[src/rtl/dmaarb_pkg.sv]
`timescale 1ns/1ps
package dmaarb_pkg;
  typedef enum logic {
    BUS_RD = 1'b0,
    BUS_WR = 1'b1
  } bus_dir_e;

  // priority-number penalty for a request that would turn the bus around
  localparam int unsigned TURN_PENALTY = 16;
endpackage

[src/rtl/dmaarb_eff_prio.sv]
`timescale 1ns/1ps
module dmaarb_eff_prio #(
  parameter int unsigned N_CH = 8,
  parameter int unsigned PEN  = 16,
  parameter int unsigned EW   = 6
) (
  input  logic [N_CH-1:0]         dir_i,
  input  logic                    cur_dir_i,
  input  logic                    pen_en_i,
  output logic [N_CH-1:0][EW-1:0] eff_o
);
  // one priority number per channel: index, plus penalty when against traffic
  for (genvar i = 0; i < N_CH; i++) begin : g_ch
    logic against;
    assign against  = pen_en_i && (dir_i[i] != cur_dir_i);
    assign eff_o[i] = EW'(i) + (against ? EW'(PEN) : EW'(0));
  end
endmodule

[src/rtl/dmaarb_pick.sv]
`timescale 1ns/1ps
module dmaarb_pick #(
  parameter int unsigned N_CH = 8,
  parameter int unsigned EW   = 6,
  parameter int unsigned IDXW = 3
) (
  input  logic [N_CH-1:0]         req_i,
  input  logic [N_CH-1:0][EW-1:0] eff_i,
  output logic                    any_o,
  output logic [N_CH-1:0]         onehot_o,
  output logic [IDXW-1:0]         idx_o
);
  logic [EW-1:0] best;

  // smallest effective number wins; strict compare keeps the lower index on a tie
  always_comb begin
    any_o = 1'b0;
    best  = '1;
    idx_o = '0;
    for (int i = 0; i < N_CH; i++) begin
      if (req_i[i] && (!any_o || eff_i[i] < best)) begin
        any_o = 1'b1;
        best  = eff_i[i];
        idx_o = IDXW'(i);
      end
    end
    onehot_o = '0;
    if (any_o) onehot_o[idx_o] = 1'b1;
  end
endmodule

[src/rtl/dmaarb_traffic.sv]
`timescale 1ns/1ps
module dmaarb_traffic
  import dmaarb_pkg::*;
#(
  parameter int unsigned CNT_W = 8
) (
  input  logic             clk,
  input  logic             rst,
  input  logic             load_i,
  input  logic             new_dir_i,
  input  logic             done_i,
  input  logic [CNT_W-1:0] reload_i,
  output logic             dir_o,
  output logic             group_o
);
  bus_dir_e         dir_q;
  logic [CNT_W-1:0] cnt_q;
  logic             turn;

  assign turn = load_i && (bus_dir_e'(new_dir_i) != dir_q);

  always_ff @(posedge clk) begin
    if (rst) begin
      dir_q <= BUS_RD;
      cnt_q <= '0;
    end else if (turn) begin
      dir_q <= bus_dir_e'(new_dir_i);
      cnt_q <= reload_i;
    end else if (done_i && cnt_q != '0) begin
      cnt_q <= cnt_q - 1'b1;
    end
  end

  assign dir_o   = dir_q;
  assign group_o = (cnt_q != '0);
endmodule

[src/rtl/dir_dma_arb.sv]
`timescale 1ns/1ps
module dir_dma_arb
  import dmaarb_pkg::*;
#(
  parameter int unsigned N_CH  = 8,
  parameter int unsigned CNT_W = 8,
  parameter int unsigned PEN   = TURN_PENALTY
) (
  input  logic             clk,
  input  logic             rst,
  input  logic [N_CH-1:0]  req_i,
  input  logic [N_CH-1:0]  dir_i,
  input  logic [CNT_W-1:0] reload_i,
  input  logic             done_i,
  output logic [N_CH-1:0]  grant_o,
  output logic             bus_dir_o
);
  localparam int unsigned IDXW = (N_CH > 1) ? $clog2(N_CH) : 1;
  localparam int unsigned EW   = $clog2(N_CH + PEN + 1) + 1;

  logic [N_CH-1:0]         grant_q;
  logic [N_CH-1:0][EW-1:0] eff;
  logic [N_CH-1:0]         win_onehot;
  logic [IDXW-1:0]         win_idx;
  logic                    win_any;
  logic                    idle, done_eff, arb_en, pen_en, group, cur_dir;

  assign idle     = ~|grant_q;
  assign done_eff = done_i & ~idle;
  assign arb_en   = idle | done_eff;
  // an idle bus lets the first request set the direction without penalty
  assign pen_en   = ~idle & group;

  dmaarb_eff_prio #(.N_CH(N_CH), .PEN(PEN), .EW(EW)) u_prio (
    .dir_i     (dir_i),
    .cur_dir_i (cur_dir),
    .pen_en_i  (pen_en),
    .eff_o     (eff)
  );

  dmaarb_pick #(.N_CH(N_CH), .EW(EW), .IDXW(IDXW)) u_pick (
    .req_i    (req_i),
    .eff_i    (eff),
    .any_o    (win_any),
    .onehot_o (win_onehot),
    .idx_o    (win_idx)
  );

  dmaarb_traffic #(.CNT_W(CNT_W)) u_traffic (
    .clk       (clk),
    .rst       (rst),
    .load_i    (arb_en & win_any),
    .new_dir_i (dir_i[win_idx]),
    .done_i    (done_eff),
    .reload_i  (reload_i),
    .dir_o     (cur_dir),
    .group_o   (group)
  );

  always_ff @(posedge clk) begin
    if (rst)         grant_q <= '0;
    else if (arb_en) grant_q <= win_onehot;
  end

  assign grant_o   = grant_q;
  assign bus_dir_o = cur_dir;
endmodule

[config.mk]
export PLATFORM = sky130hd
export DESIGN_NAME = dir_dma_arb
export DESIGN_NICKNAME = d
export VERILOG_FILES = /design/src/rtl/dmaarb_pkg.sv /design/src/rtl/dmaarb_eff_prio.sv /design/src/rtl/dmaarb_pick.sv /design/src/rtl/dmaarb_traffic.sv /design/src/rtl/dir_dma_arb.sv
export SDC_FILE = /design/constraint.sdc
export NUM_CORES = 1
export LEC_CHECK = 0
export BUFFER_PORTS_ARGS = -buffer_cell sky130_fd_sc_hd__buf_4
export CAP_MARGIN = 30
export CORE_MARGIN = 2
export CORE_UTILIZATION = 45
export DETAILED_ROUTE_END_ITERATION = 16
export GPL_ROUTABILITY_DRIVEN = 0
export GPL_TIMING_DRIVEN = 0
export PLACE_DENSITY = 0.78
export SKIP_CTS_REPAIR_TIMING = 1
export SLEW_MARGIN = 25
export SYNTH_ARGS = -nofsm -noshare
export SYNTH_HDL_FRONTEND = slang
export SYNTH_SLANG_ARGS = --single-unit
[constraint.sdc]
create_clock -name clk -period 16.6 [get_ports clk]
set_input_delay 0 -clock clk [delete_from_list [all_inputs] [get_ports clk]]
set_output_delay 0 -clock clk [all_outputs]
set_load 0.01 [all_outputs]
==> flow_metrics.env <==
export IMPL_status="finished, violations left"
export IMPL_violations="negative hold slack"
export IMPL_drv_slew=0
export IMPL_clock_latency_ps=290
export IMPL_synth_simple_area_share_pct=27.1
export IMPL_finish_instance_area_um2=1880
export IMPL_cts_made_buffers=3
export IMPL_netlist_area_um2=1540
export IMPL_die_w_um=62.6
export IMPL_cp_end_kind="flip-flop"
export IMPL_ys_seq_area_share_pct=22.0
export IMPL_synth_area_leaders="dfxtp_1 22%, nor2_1 6.8%, a211oi_2 6.5%"
export IMPL_overflow=0
export IMPL_synth_most_common_cell="nor2_1"
export IMPL_wl_mm=3.68
export IMPL_ant_nets=0
export IMPL_regArea_um2=340
export IMPL_layout_nets=265
export IMPL_initial_utilization_pct=46.6
export IMPL_drtIter0Drc=56
export IMPL_yosys_area_top_type_share_pct=22.0
export IMPL_worst_slew_pin_slew_ps=663
export IMPL_synth_seq_cells=17
export IMPL_path_buf_inv=2
export IMPL_finalCritPeriodShare_pct=59.3
export IMPL_nFillCells=333
export IMPL_num_antenna_cells=0
export IMPL_yosys_area_share_xor_xnor_pct=8.51
export IMPL_path_delay_family="compound AO/OA/AOI/OAI gates"
export IMPL_io_pins=36
export IMPL_grt_pass1_vias=1528
export IMPL_timing_fmax_ghz=0.102
export IMPL_tritoncts="yes"
export IMPL_synth_top_cell_by_area="dfxtp_1"
export IMPL_postPlaceCellArea_um2=1850
export IMPL_worstSetupPathType="reg -> reg"
export IMPL_clock_sinks=17
export IMPL_h_tree_depth=1
export IMPL_ys_types=52
export IMPL_hold_viol_final=1
export IMPL_yosys_warnings=0
export IMPL_firstDrtPassIters=4
export IMPL_die_area_um2=3920
export IMPL_hold_worst_slack_ps=-5.51
export IMPL_synth_top_family_by_area="compound AO/OA/AOI/OAI gates"
export IMPL_rsz0062_at_grt="no"
export IMPL_cts_clk_slew_worst_paths_ps=100
export IMPL_hpwl_mm=2.92
export IMPL_drc=0
export IMPL_drive_above_1_share_pct=25.8
export IMPL_avgSynthCellArea_um2=8.04
export IMPL_synthAdderAreaFrac_pct=6.48
export IMPL_async_flop_share_pct=0
export IMPL_area_growth_pct=21.6
export IMPL_finalNonFillerCells=275
export IMPL_cp_required_ps=16820
export IMPL_synth_compound_area_share_pct=31.4
export IMPL_finalSetupTns_ps=0
export IMPL_antenna_found_initial=0
export IMPL_crit_path_start_kind="flip-flop"
export IMPL_cp_max_fo=9
export IMPL_crit_arrival_ps=10060
export IMPL_worst_path_max_delay_cell="or4_4"
export IMPL_dp_cells=271
export IMPL_avgRoutedWirePerCell_um=13.4
export IMPL_viasPerCell=5.72
export IMPL_grt_max_degree=11
export IMPL_hold_path_class="in -> reg"
export IMPL_rows=21
export IMPL_synth_edf_count=0
export IMPL_cpMostUsedCell="nor2_1"
export IMPL_syn_inst=192
export IMPL_synth_ff_type="dfxtp_1"
export IMPL_via_count=1573
export IMPL_root_buffer="clkbuf_4"
export IMPL_chipHeight_um=62.6
export IMPL_grt_pass1_wl_mm=6.56
export IMPL_drv_cap=0
export IMPL_relSlewSlack_pct=55.8
export IMPL_setup_viol=0
export IMPL_period_needed_ps=9840
export IMPL_critPathMaxStageDelay_ps=550
export IMPL_io_buffers=33
export IMPL_fin_worst_skew_ps=2.05
export IMPL_multi_input_area_um2=1140
export IMPL_syn_nets=227
export IMPL_synth_common_cells="28 x nor2_1, 18 x a21oi_1, 17 x dfxtp_1, 10 x nand2_1, 10 x xnor2_1"
export IMPL_yosys_mux_area_fraction_pct=0.648
export IMPL_core_area_um2=3310
export IMPL_grt_usage_pct=20.0
export IMPL_ctsLongestPathBuffers=2
-- worst register-to-register path, delay by kind of cell, from the launching register on --
family                   cells  cell delay, ps
AO/OA/AOI/OAI               18            4270
adder cells (fa/ha/maj)      7            2010
buffers and inverters        2             330
flip-flops                   1             340
AND/OR/NAND/NOR             17            2820
-- worst paths after layout --
kind	start	to	slack, ps	depth (start not counted)
worst max-delay path	grant_o[6]$_SDFFE_PP0P_	u_traffic.cnt_q[3]$_SDFFE_PP0P_	6760	44
worst min-delay path	reload_i[1]	u_traffic.cnt_q[1]$_SDFFE_PP0P_	-6	3
worst max register to register	grant_o[6]$_SDFFE_PP0P_	u_traffic.cnt_q[3]$_SDFFE_PP0P_	6760	44
worst min register to register	grant_o[4]$_SDFFE_PP0P_	grant_o[4]$_SDFFE_PP0P_	480	2
-- area by class of cell --
class / count / share of cell area, %
Multi-Input combinational cell: 162 / 61.0
Inverter: 7 / 1.40
Tap cell: 46 / 3.07
Clock inverter: 1 / 0.267
Sequential cell: 17 / 18.1
Clock buffer: 3 / 1.20
Buffer: 6 / 1.73
Timing Repair Buffer: 33 / 13.2
-- layout by cell type, fill, tap and decap left out, drive strengths merged, types with 7 or more instances in the layout --
cell type / n
buf: 38
nor2: 28
a21oi: 18
dfxtp: 17
nand2: 10
xnor2: 10
a211oi: 9
ha: 8
o21ai: 8
inv: 7
-- registers in the layout, indices dropped and copies added, names as in the netlist --
| register | cells |
|---|---|
| grant_o | 8 |
| u_traffic.cnt_q | 8 |
| u_traffic.dir_o | 1 |
-- kinds of logic after synthesis --
family,after synthesis
flip-flops,17
buffers and inverters,13
AND/OR/NAND/NOR,75
multiplexers,1
AO/OA/AOI/OAI,63
XOR/XNOR,15
adder cells (fa/ha/maj),8
-- per-layer routing --
layer | part of all wire, % | GRT usage (%) | wire [um] | vias to the layer above
met5 | 0 | 0 | 0 | -
met4 | 1.1 | 4.44 | 39 | 0
met3 | 4.3 | 3.78 | 159 | 6
met2 | 50 | 35.6 | 1830 | 39
met1 | 45 | 24.8 | 1650 | 733
li1 | - | - | - | 795
-- per-stage QoR --
step                setup slack, ps  utilization, %
detailed placement             6790            55.9
floorplan                      7810               -
finish                         6760            56.7
CTS                            6770            56.7
global route                   5970            56.7
global placement               6920            55.9
Power is left out: the tool's default activity adds up to more than one toggle a clock period on the data nets, which glitch-free logic cannot reach.
